==> config.mk <==
export PLATFORM = sky130hd
export DESIGN_NAME = pwcap_channel
export DESIGN_NICKNAME = d
export VERILOG_FILES = /design/src/rtl/pwcap_pkg.sv /design/src/rtl/pwcap_edge.sv /design/src/rtl/pwcap_ctrl.sv /design/src/rtl/pwcap_datapath.sv /design/src/rtl/pwcap_channel.sv
export SDC_FILE = /design/constraint.sdc
export NUM_CORES = 1
export LEC_CHECK = 0
export ABC_AREA = 1
export BUFFER_PORTS_ARGS = -buffer_cell sky130_fd_sc_hd__buf_2
export CAP_MARGIN = 20
export CORE_ASPECT_RATIO = 1.75
export CORE_MARGIN = 2
export CORE_UTILIZATION = 55
export DETAILED_ROUTE_END_ITERATION = 8
export GPL_TIMING_DRIVEN = 1
export PLACE_DENSITY = 0.77
export SYNTH_ARGS = -nofsm -noshare
export SYNTH_HDL_FRONTEND = slang
export SYNTH_SLANG_ARGS = --single-unit
==> constraint.sdc <==
create_clock -name clk -period 4.4 [get_ports clk]
set_input_delay 0.22 -clock clk [delete_from_list [all_inputs] [get_ports clk]]
set_output_delay 0.22 -clock clk [all_outputs]
set_load 0.1 [all_outputs]
==> src/rtl/pwcap_pkg.sv <==
package pwcap_pkg;

  // Strobes from control to datapath, valid for one clock.
  typedef struct packed {
    logic capLead;   // store counter into staging register
    logic capTrail;  // store counter into end time, staging into paired start
    logic b2ToB1;    // staging register into holding register
    logic b1FromA1;  // paired start into holding register (read side effect)
  } pwStrobes_t;

endpackage

==> src/rtl/pwcap_edge.sv <==
module pwcap_edge #(
  parameter int SYNC_STAGES = 2
) (
  input  logic clk,
  input  logic rstN,
  input  logic sigIn,
  input  logic leadPol,
  output logic leadEvt,
  output logic trailEvt
);

  localparam int LAST = SYNC_STAGES - 1;

  logic [LAST:0] syncQ;
  logic          prevQ;
  logic          rise;
  logic          fall;

  generate
    if (SYNC_STAGES == 1) begin : g_single
      always_ff @(posedge clk) begin
        if (!rstN) syncQ <= '0;
        else       syncQ <= sigIn;
      end
    end else begin : g_chain
      always_ff @(posedge clk) begin
        if (!rstN) syncQ <= '0;
        else       syncQ <= {syncQ[LAST-1:0], sigIn};
      end
    end
  endgenerate

  always_ff @(posedge clk) begin
    if (!rstN) prevQ <= 1'b0;
    else       prevQ <= syncQ[LAST];
  end

  assign rise = syncQ[LAST] & ~prevQ;
  assign fall = ~syncQ[LAST] & prevQ;

  always_comb begin
    leadEvt  = leadPol ? rise : fall;
    trailEvt = leadPol ? fall : rise;
  end

  // leading and trailing edges are never reported together
  a_r2_one_edge: assert property (@(posedge clk) disable iff (!rstN)
    $onehot0({leadEvt, trailEvt}));

endmodule

==> src/rtl/pwcap_ctrl.sv <==
module pwcap_ctrl
  import pwcap_pkg::*;
(
  input  logic       clk,
  input  logic       rstN,
  input  logic       leadEvt,
  input  logic       trailEvt,
  input  logic       rdEn,
  input  logic       rdSel,
  input  logic       flagClr,
  output pwStrobes_t strb,
  output logic       eventFlag
);

  logic locked;
  logic rdA;
  logic rdB;

  assign rdA = rdEn & ~rdSel;
  assign rdB = rdEn & rdSel;

  always_comb begin
    strb          = '0;
    strb.capLead  = leadEvt;
    strb.capTrail = trailEvt;
    strb.b1FromA1 = rdEn;
    strb.b2ToB1   = trailEvt & ~locked & ~rdEn;
  end

  // Lock on A read, release on B read.
  always_ff @(posedge clk) begin
    if (!rstN)    locked <= 1'b0;
    else if (rdA) locked <= 1'b1;
    else if (rdB) locked <= 1'b0;
  end

  // Flag: set beats clear.
  always_ff @(posedge clk) begin
    if (!rstN)         eventFlag <= 1'b0;
    else if (trailEvt) eventFlag <= 1'b1;
    else if (flagClr)  eventFlag <= 1'b0;
  end

  // an A read leaves the holding register locked
  a_r5_lock_on_a: assert property (@(posedge clk) disable iff (!rstN)
    rdA |=> locked);

  // a B read releases the lock
  a_r7_unlock_on_b: assert property (@(posedge clk) disable iff (!rstN)
    rdB |=> !locked);

  // no staging copy while locked
  a_r6_no_copy_locked: assert property (@(posedge clk) disable iff (!rstN)
    locked |-> !strb.b2ToB1);

  // a capture in the same cycle as a clear leaves the flag set
  a_r9_set_wins: assert property (@(posedge clk) disable iff (!rstN)
    (trailEvt && flagClr) |=> eventFlag);

  // a clear with no capture drops the flag
  a_r9_clear: assert property (@(posedge clk) disable iff (!rstN)
    (flagClr && !trailEvt) |=> !eventFlag);

endmodule

==> src/rtl/pwcap_datapath.sv <==
module pwcap_datapath
  import pwcap_pkg::*;
#(
  parameter int CNT_W = 24
) (
  input  logic             clk,
  input  logic             rstN,
  input  pwStrobes_t       strb,
  input  logic [CNT_W-1:0] cntBus,
  input  logic             rdSel,
  output logic [CNT_W-1:0] rdData,
  output logic [CNT_W-1:0] pulseWidth
);

  logic [CNT_W-1:0] stageLead;  // staging start time
  logic [CNT_W-1:0] pairStart;  // start paired with endTime
  logic [CNT_W-1:0] endTime;    // latest end time
  logic [CNT_W-1:0] holdStart;  // software-visible start time

  always_ff @(posedge clk) begin
    if (!rstN) begin
      stageLead <= '0;
      pairStart <= '0;
      endTime   <= '0;
    end else begin
      if (strb.capLead) stageLead <= cntBus;
      if (strb.capTrail) begin
        endTime   <= cntBus;
        pairStart <= stageLead;
      end
    end
  end

  always_ff @(posedge clk) begin
    if (!rstN)              holdStart <= '0;
    else if (strb.b1FromA1) holdStart <= pairStart;
    else if (strb.b2ToB1)   holdStart <= stageLead;
  end

  assign rdData     = rdSel ? holdStart : endTime;
  assign pulseWidth = endTime - holdStart;

  // every trailing capture moves the staging value to the pair register
  a_r4_pair_move: assert property (@(posedge clk) disable iff (!rstN)
    strb.capTrail |=> (pairStart == $past(stageLead)));

  // a read wins the holding register over a same-cycle capture
  a_r11_read_priority: assert property (@(posedge clk) disable iff (!rstN)
    (strb.capTrail && strb.b1FromA1) |=> (holdStart == $past(pairStart)));

  // a leading edge leaves the end time alone
  a_r3_lead_keeps_end: assert property (@(posedge clk) disable iff (!rstN)
    strb.capLead |=> $stable(endTime));

endmodule

==> src/rtl/pwcap_channel.sv <==
module pwcap_channel
  import pwcap_pkg::*;
#(
  parameter int CNT_W       = 24,
  parameter int SYNC_STAGES = 2
) (
  input  logic             clk,
  input  logic             rstN,
  input  logic             sigIn,
  input  logic [CNT_W-1:0] cntBus,
  input  logic             leadPol,
  input  logic             rdEn,
  input  logic             rdSel,
  input  logic             flagClr,
  output logic [CNT_W-1:0] rdData,
  output logic [CNT_W-1:0] pulseWidth,
  output logic             eventFlag
);

  pwStrobes_t strb;
  logic       leadEvt;
  logic       trailEvt;

  pwcap_edge #(.SYNC_STAGES(SYNC_STAGES)) uEdge (
    .clk(clk), .rstN(rstN), .sigIn(sigIn), .leadPol(leadPol),
    .leadEvt(leadEvt), .trailEvt(trailEvt)
  );

  pwcap_ctrl uCtrl (
    .clk(clk), .rstN(rstN), .leadEvt(leadEvt), .trailEvt(trailEvt),
    .rdEn(rdEn), .rdSel(rdSel), .flagClr(flagClr),
    .strb(strb), .eventFlag(eventFlag)
  );

  pwcap_datapath #(.CNT_W(CNT_W)) uData (
    .clk(clk), .rstN(rstN), .strb(strb), .cntBus(cntBus), .rdSel(rdSel),
    .rdData(rdData), .pulseWidth(pulseWidth)
  );

endmodule

==> impl_metrics.py, run 1 <==
metrics = {
    "cts": {
        "cts-root-buf": "clkbuf_16",
        "numCtsBuffers": 9,
        "clock_sinks": 101,
        "insertion_delay_ns": 0.34,
        "post_cts_resized": 0,
        "post-cts-setup-buffers": 0,
        "clk_pin_slew_ns": 0.07,
        "htree_levels": 3,
        "cts_tree": "yes",
        "ctsHoldBuffers": 0,
        "clk_path_buf_depth": 2,
    },
    "sta": {
        "tns_ns": 0,
        "fin_crit_ns": 2.77,
        "slew_headroom": 0.437,
        "fin_crit_sh": 0.629,
        "fin_skew_ns": 0.00949,
        "hold_viol": 0,
        "worstMarginPinSlew_ns": 0.845,
        "setup_viol": 0,
        "fmaxAchievable_ghz": 0.361,
        "setup_ws_ns": 1.63,
        "rsz0062_at_grt": "no",
        "whs_ns": 0.0647,
        "slew_violations": 0,
    },
    "grt": {
        "grt_max_degree": 98,
        "grt_first_pass_wirelength_um": 22300,
        "grt_pass1_vias": 4978,
        "track_usage": 0.248,
        "grt.overflow.total": 0,
        "antenna_found_initial": 0,
    },
    "min_path": {
        "min_path_type": "input port to flop",
        "hold-path-endpoint": "uEdge.syncQ[0]$_SDFF_PN0_",
        "min-delay-start": "sigIn",
        "hold_path_depth": 3,
    },
    "synth": {
        "synthCells": 948,
        "synth_edf_count": 0,
        "yosys.area.top_type": "dfxtp_1",
        "yosysSeqAreaShare": 0.346,
        "synth_top_area_share": 0.346,
        "ys_warn_count": 0,
        "synth.cell_area_mm2": 0.00585,
        "async_flop_share": 0,
        "netlist_top_cells_area": "dfxtp_1 35%, nand2_1 15%, inv_1 12%, a21oi_1 9.4%, o21ai_0 8.3%",
        "syn_avg_cell_area_um2": 6.17,
        "syn_nets": 1003,
        "synth-seq-cells": 101,
        "yosys_most_used_dff": "dfxtp_1",
        "synth_cell_types": 25,
    },
    "place": {
        "dpl-instance-area_mm2": 0.00626,
        "dp_cells": 1117,
        "place_ws_ns": 2.00,
        "dp.final_hpwl_um": 10200,
        "gp_congestion": 0.891,
        "portBuffers": 79,
    },
    "worst_setup_path": {
        "reg2reg_from": "uEdge.syncQ[1]$_SDFF_PN0_",
        "reg2reg_to": "uData.holdStart[7]$_SDFFE_PN0P_",
        "critPathMaxFanout": 3,
        "critPathRequiredTime_ns": 4.18,
        "r2r_slack_ns": 2.44,
        "cp-end-kind": "output port",
        "worstSetupPathType": "flop to output port",
        "setup.worst_path.start_class": "flop",
        "rr_worst_depth": 8,
        "worstPathArrival_ns": 2.55,
    },
    "die": {
        "die-area_mm2": 0.0115,
        "die_y_um": 140,
        "coreArea_mm2": 0.0103,
        "chipWidth_um": 82.0,
        "start_util": 0.568,
        "ios": 80,
        "fp-row-count": 49,
    },
    "finish": {
        "syn_to_final_growth_pct": 12.4,
        "n_fill_cell": 1017,
        "nNetsFinal": 1057,
        "finalNonFillerCells": 1134,
        "n_antenna_cell": 0,
        "drive_above_1_share": 0.105,
        "postLayoutCellArea_mm2": 0.00658,
        "final_util": 0.639,
    },
    "routing": {
        "drt_iter0_markers": 264,
        "drc": 0,
        "vias_per_cell": 4.93,
        "wl_per_cell_um": 12.0,
        "via_count": 5592,
        "dr.pass1.iters": 5,
        "ant_nets": 0,
        "wl_um": 13600,
    },
    "pwr": {
        "p_total_mw": 3.34,
        "p_per_area_mw_per_mm2": 508,
        "leakage_nw": 3.37,
        "peakVddDrop_v": 0.000422,
    },
    "run_status": {
        "status": "finished clean",
    },
    "job": {
        "maxCapViolCount": 0,
    },
}
==> how the worst max path moves through the flow <==
| stage | start | end | slack (ns) | depth (start not counted) |
|---|---|---|---|---|
| 2_1_floorplan | uData.endTime[0]$_SDFFE_PN0P_ | pulseWidth[12] | 1.32 | 11 |
| 3_5_place_dp | uData.endTime[0]$_SDFFE_PN0P_ | pulseWidth[14] | 2.00 | 11 |
| 6_report | uData.endTime[0]$_SDFFE_PN0P_ | pulseWidth[14] | 1.63 | 11 |
| 5_1_grt | uData.endTime[0]$_SDFFE_PN0P_ | pulseWidth[14] | 1.45 | 11 |
| 4_1_cts | uData.endTime[0]$_SDFFE_PN0P_ | pulseWidth[14] | 1.63 | 11 |
| 3_3_place_gp | uData.holdStart[10]$_SDFFE_PN0P_ | pulseWidth[19] | 2.00 | 10 |
==> synth_stat cells (5+ instances only) <==
| library cell | instances |
|---|---|
| nand2_1 | 240 |
| inv_1 | 182 |
| a21oi_1 | 110 |
| dfxtp_1 | 101 |
| nor2_1 | 101 |
| o21ai_0 | 97 |
| clkbuf_1 | 23 |
| ha_1 | 23 |
| nand3_1 | 21 |
| buf_2 | 12 |
| xor2_1 | 12 |
| nand4_1 | 5 |
==> placed cells by master, fill, tap and decap left out <==
master      count
and2_1          2
buf_2          79
clkinv_2        1
clkbuf_16       9
ha_1           23
nand4_1         5
nor2_2          1
clkbuf_1        1
o21ai_4         1
clkinv_4        1
clkinvlp_4      1
buf_4           4
nand3b_1        2
nor2_1        101
a21boi_0        1
xor2_1         12
nand3_1        21
o21ai_0        97
nand2_1       240
inv_2           1
inv_1         182
a21oi_1       109
inv_6           1
or2_2           2
o21ai_2         1
inv_8           1
a21oi_2         1
dfxtp_1       101
xnor2_1         1
buf_12          1
nor3_1          2
fa_1            1
bufinv_16       1
==> per-layer routing <==
layer / GRT usage / vias up / share of wire
met5: 0 / - / 0
met4: 0.100 / 0 / 0.030
met3: 0.0348 / 29 / 0.041
met2: 0.410 / 146 / 0.48
met1: 0.317 / 2388 / 0.45
li1: - / 3029 / -
==> worst max-delay path, stage by stage, from the launching register on <==
cell,delay [ns]
dfxtp_1,0.31
inv_1,0.05
ha_1,0.20
fa_1,0.43
nor2_1,0.19
nand2_1,0.07
nand3_1,0.20
nand3_1,0.18
nand2_1,0.09
nand2_1,0.05
nand2_1,0.04
buf_2,0.41
==> report_power, final <==
group / switching (mW) / internal (mW) / total [mW]
Clock: 0.345 / 0.447 / 0.792
Sequential: 0.0359 / 0.978 / 1.01
Combinational: 1.24 / 0.291 / 1.54
==> sequential cells by signal, indices dropped and copies added (netlist names) <==
name	cells
uEdge.prevQ	1
uCtrl.eventFlag	1
uData.stageLead	24
uData.holdStart	24
uCtrl.locked	1
uEdge.syncQ	2
uData.endTime	24
uData.pairStart	24
==> logic make-up (layout without fill, tap and decap cells) <==
| logic type | after synthesis | after routing | synth area share |
|---|---|---|---|
| simple gates | 376 | 376 | 0.252 |
| buf+inv | 224 | 283 | 0.149 |
| compound gates | 210 | 210 | 0.181 |
| flops | 101 | 101 | 0.346 |
| fa+ha+maj | 24 | 24 | 0.0526 |
| xor+xnor | 13 | 13 | 0.0195 |
==> area by class of cell <==
cell class,instances,area (um^2),share of cell area
clock buffers,10,229,0.0348
clock inverters,6,71.3,0.0108
inverters,183,687,0.104
multi-input cells,623,2970,0.451
flip-flops and latches,101,2020,0.307
well taps,127,159,0.0241
repair buffers,84,445,0.0677
No activity file was read; power rests on OpenSTA's default activity.
==> inputs of run 2 (changes only) <==
Settings changed: ABC_AREA 1 to 0, CORE_UTILIZATION 55 to 52, PLACE_DENSITY 0.77 to 0.76.
Clock period 4.4 ns to 2.3 ns, I/O delays scaled along.
==> run 2 against run 1 <==
The run now ends with negative setup slack left. Final cell count down 22%. Clock power up 87%. Final area up 21%. Utilization up 11 points. Critical path type unchanged. Critical endpoint is now pulseWidth[20].
==> impl_metrics.py, run 2 <==
metrics = {
    "routing": {
        "wl_per_cell_um": 17.1,
        "drt_iter0_markers": 278,
        "drc": 0,
        "wl_um": 15100,
        "vias_per_cell": 5.68,
        "dr.pass1.iters": 7,
        "ant_nets": 0,
        "via_count": 5019,
    },
    "sta": {
        "fin_crit_ns": 2.58,
        "tns_ns": -2.98,
        "setup_ws_ns": -0.282,
        "setup_viol": 17,
        "worstMarginPinSlew_ns": 0.657,
        "rsz0062_at_grt": "yes",
        "fin_crit_sh": 1.12,
        "slew_headroom": 0.562,
        "hold_viol": 0,
        "slew_violations": 0,
        "fmaxAchievable_ghz": 0.387,
        "fin_skew_ns": 0.00634,
        "whs_ns": 0.0275,
    },
    "run_status": {
        "failed_checks": "negative setup slack",
        "status": "complete, but fails checks",
    },
    "worst_setup_path": {
        "rr_worst_depth": 6,
        "setup.worst_path.start_class": "flop",
        "max_stage_delay_ns": 0.36,
        "reg2reg_to": "uData.holdStart[7]$_SDFFE_PN0P_",
        "critPathRequiredTime_ns": 2.18,
        "cpMaxStageDelayCell": "or3_1",
        "endpoint": "pulseWidth[20]",
        "startpoint": "uData.holdStart[13]$_SDFFE_PN0P_",
        "critPathMaxFanout": 5,
        "r2r_slack_ns": 0.59,
        "worstSetupPathType": "flop to output port",
        "cp-end-kind": "output port",
        "crit_chain": "inv_1 -> ha_4 -> a21o_1 -> a31oi_1 -> o21ai_2 -> or3_1 -> o21ai_4 -> xnor2_4 -> buf_12",
        "reg2reg_from": "uEdge.syncQ[1]$_SDFF_PN0_",
        "worstPathArrival_ns": 2.47,
    },
    "job": {
        "maxCapViolCount": 0,
    },
    "pwr": {
        "p_per_area_mw_per_mm2": 791,
        "leakage_nw": 3.50,
        "peakVddDrop_v": 0.000639,
    },
    "min_path": {
        "hold_path_depth": 3,
        "min_path_type": "input port to flop",
    },
    "place": {
        "place_ws_ns": -0.0126,
        "dp.final_hpwl_um": 9770,
        "gp_congestion": 0.873,
        "portBuffers": 79,
        "dp_cells": 848,
    },
    "finish": {
        "n_antenna_cell": 0,
        "finalNonFillerCells": 883,
        "final_common_cell": "nand2_1",
        "final_cell_mix": "138 x nand2_1, 81 x dfxtp_1, 59 x buf_2, 49 x mux2i_1, 49 x a21boi_1",
        "drive_above_1_share": 0.378,
        "nNetsFinal": 803,
        "syn_to_final_growth_pct": 42.6,
    },
    "die": {
        "die_y_um": 141,
        "coreArea_mm2": 0.0106,
        "ios": 80,
        "fp-row-count": 50,
        "chipWidth_um": 82.2,
        "start_util": 0.527,
        "die-area_mm2": 0.0116,
    },
    "synth": {
        "netlist_top_cells_area": "dfxtp_1 36%, nand2_1 9.5%, mux2i_1 8.8%, a21boi_1 6.7%, ha_1 5.2%",
        "synth_edf_count": 0,
        "synthCells": 640,
        "syn_avg_cell_area_um2": 8.70,
        "synth_most_common_cell": "nand2_1",
        "synthTopCellsByCount": "141 x nand2_1, 101 x dfxtp_1, 50 x a21boi_1",
        "ys_warn_count": 0,
        "yosys_most_used_dff": "dfxtp_1",
        "async_flop_share": 0,
        "yosysSeqAreaShare": 0.363,
        "synth.cell_area_mm2": 0.00557,
        "yosys.area.top_type": "dfxtp_1",
        "synth_top_area_share": 0.363,
        "syn_nets": 695,
        "synth_cell_types": 50,
        "synth-seq-cells": 101,
    },
    "cts": {
        "htree_levels": 3,
        "cts_tree": "yes",
        "clk_pin_slew_ns": 0.07,
        "cts-root-buf": "clkbuf_16",
        "clock_sinks": 101,
        "insertion_delay_ns": 0.34,
        "numCtsBuffers": 9,
        "clk_path_buf_depth": 2,
    },
    "grt": {
        "grt_first_pass_wirelength_um": 23500,
        "track_usage": 0.260,
        "antenna_found_initial": 0,
        "grt.overflow.total": 0,
        "grt_max_degree": 66,
        "grt_pass1_vias": 4910,
    },
}
-- run 2: cell count changes in the layout (fill, tap and decap cells not counted), moves of 22 or more --
cell | previous run | this run
mux2i_1 | 0 | 49
mux2_2 | 0 | 22
a21boi_1 | 0 | 49
inv_1 | 182 | 24
a21oi_1 | 109 | 9
nor2b_1 | 0 | 26
nor2_1 | 101 | 5
o211a_1 | 0 | 25
buf_4 | 4 | 47
nand2_1 | 240 | 138
o21ai_0 | 97 | 6
-- run 2: power breakdown --
| part | total [mW] | internal [mW] | switching (mW) |
|---|---|---|---|
| registers | 1.86 | 1.81 | 0.0487 |
| clock network | 1.48 | 0.869 | 0.610 |
| logic | 2.94 | 1.10 | 1.84 |
| total | 6.28 | 3.78 | 2.50 |
-- run 2: worst min path at each step --
stage / start / to / slack (ns)
final: cntBus[9] / uData.endTime[9]$_SDFFE_PN0P_ / 0.03
after global routing: cntBus[9] / uData.endTime[9]$_SDFFE_PN0P_ / 0.03
after CTS: cntBus[1] / uData.endTime[1]$_SDFFE_PN0P_ / 0.02
after detailed placement: sigIn / uEdge.syncQ[0]$_SDFF_PN0_ / 0.33
after global placement: sigIn / uEdge.syncQ[0]$_SDFF_PN0_ / 0.33
after floorplan: sigIn / uEdge.syncQ[0]$_SDFF_PN0_ / 0.24
-- run 2: what timing repair did --
item | 4_1_cts | 5_1_grt
hold buffers | 1 | 0
pin swaps | 47 | 25
hold endpoints to repair | 1 | 0
buffers inserted | 14 | 7
setup endpoints to repair | 20 | 19
gates resized for setup | 82 | 18
-- run 2: cell families (layout without fill, tap and decap cells) --
group | after synthesis | count (layout) | synth area share
AO/OA/AOI/OAI | 147 | 147 | 0.195
XOR/XNOR | 20 | 20 | 0.0315
adder cells (fa/ha/maj) | 24 | 24 | 0.0553
buffers and inverters | 69 | 182 | 0.0544
flip-flops | 101 | 101 | 0.363
multiplexers | 72 | 72 | 0.137
AND/OR/NAND/NOR | 207 | 207 | 0.164
-- run 2: routing by layer --
| layer | vias to the layer above | global-route usage | wire (um) |
|---|---|---|---|
| met1 | 2436 | 0.306 | 6080 |
| li1 | 2401 | - | - |
| met2 | 139 | 0.469 | 8080 |
| met5 | - | 0 | 0 |
| met3 | 43 | 0.0243 | 480 |
| met4 | 0 | 0.0974 | 481 |
-- run 2: critical path: cells and delay by family, from the launching register on --
family | cells | cell delay [ns]
AO/OA/AOI/OAI | 4 | 0.78
AND/OR/NAND/NOR | 1 | 0.36
flip-flops | 1 | 0.33
adder cells (fa/ha/maj) | 1 | 0.26
buffers and inverters | 2 | 0.25
XOR/XNOR | 1 | 0.14
-- run 2: cell type report --
cell class,count,area [um^2]
repair buffers,136,1150
multi-input cells,470,4170
well taps,130,163
clock buffers,12,246
fillers,710,2630
inverters,30,113
flip-flops and latches,101,2050
clock inverters,4,47.5
-- run 2: stage by stage --
stage / area [um^2] / util / total power [mW]
finish: 7940 / 0.751 / 6.28
global route: 7940 / 0.751 / 6.48
CTS: 7820 / 0.740 / 6.22
detailed placement: 7000 / 0.662 / 4.55
global placement: 7000 / 0.662 / 4.52
floorplan: 6040 / - / 3.79
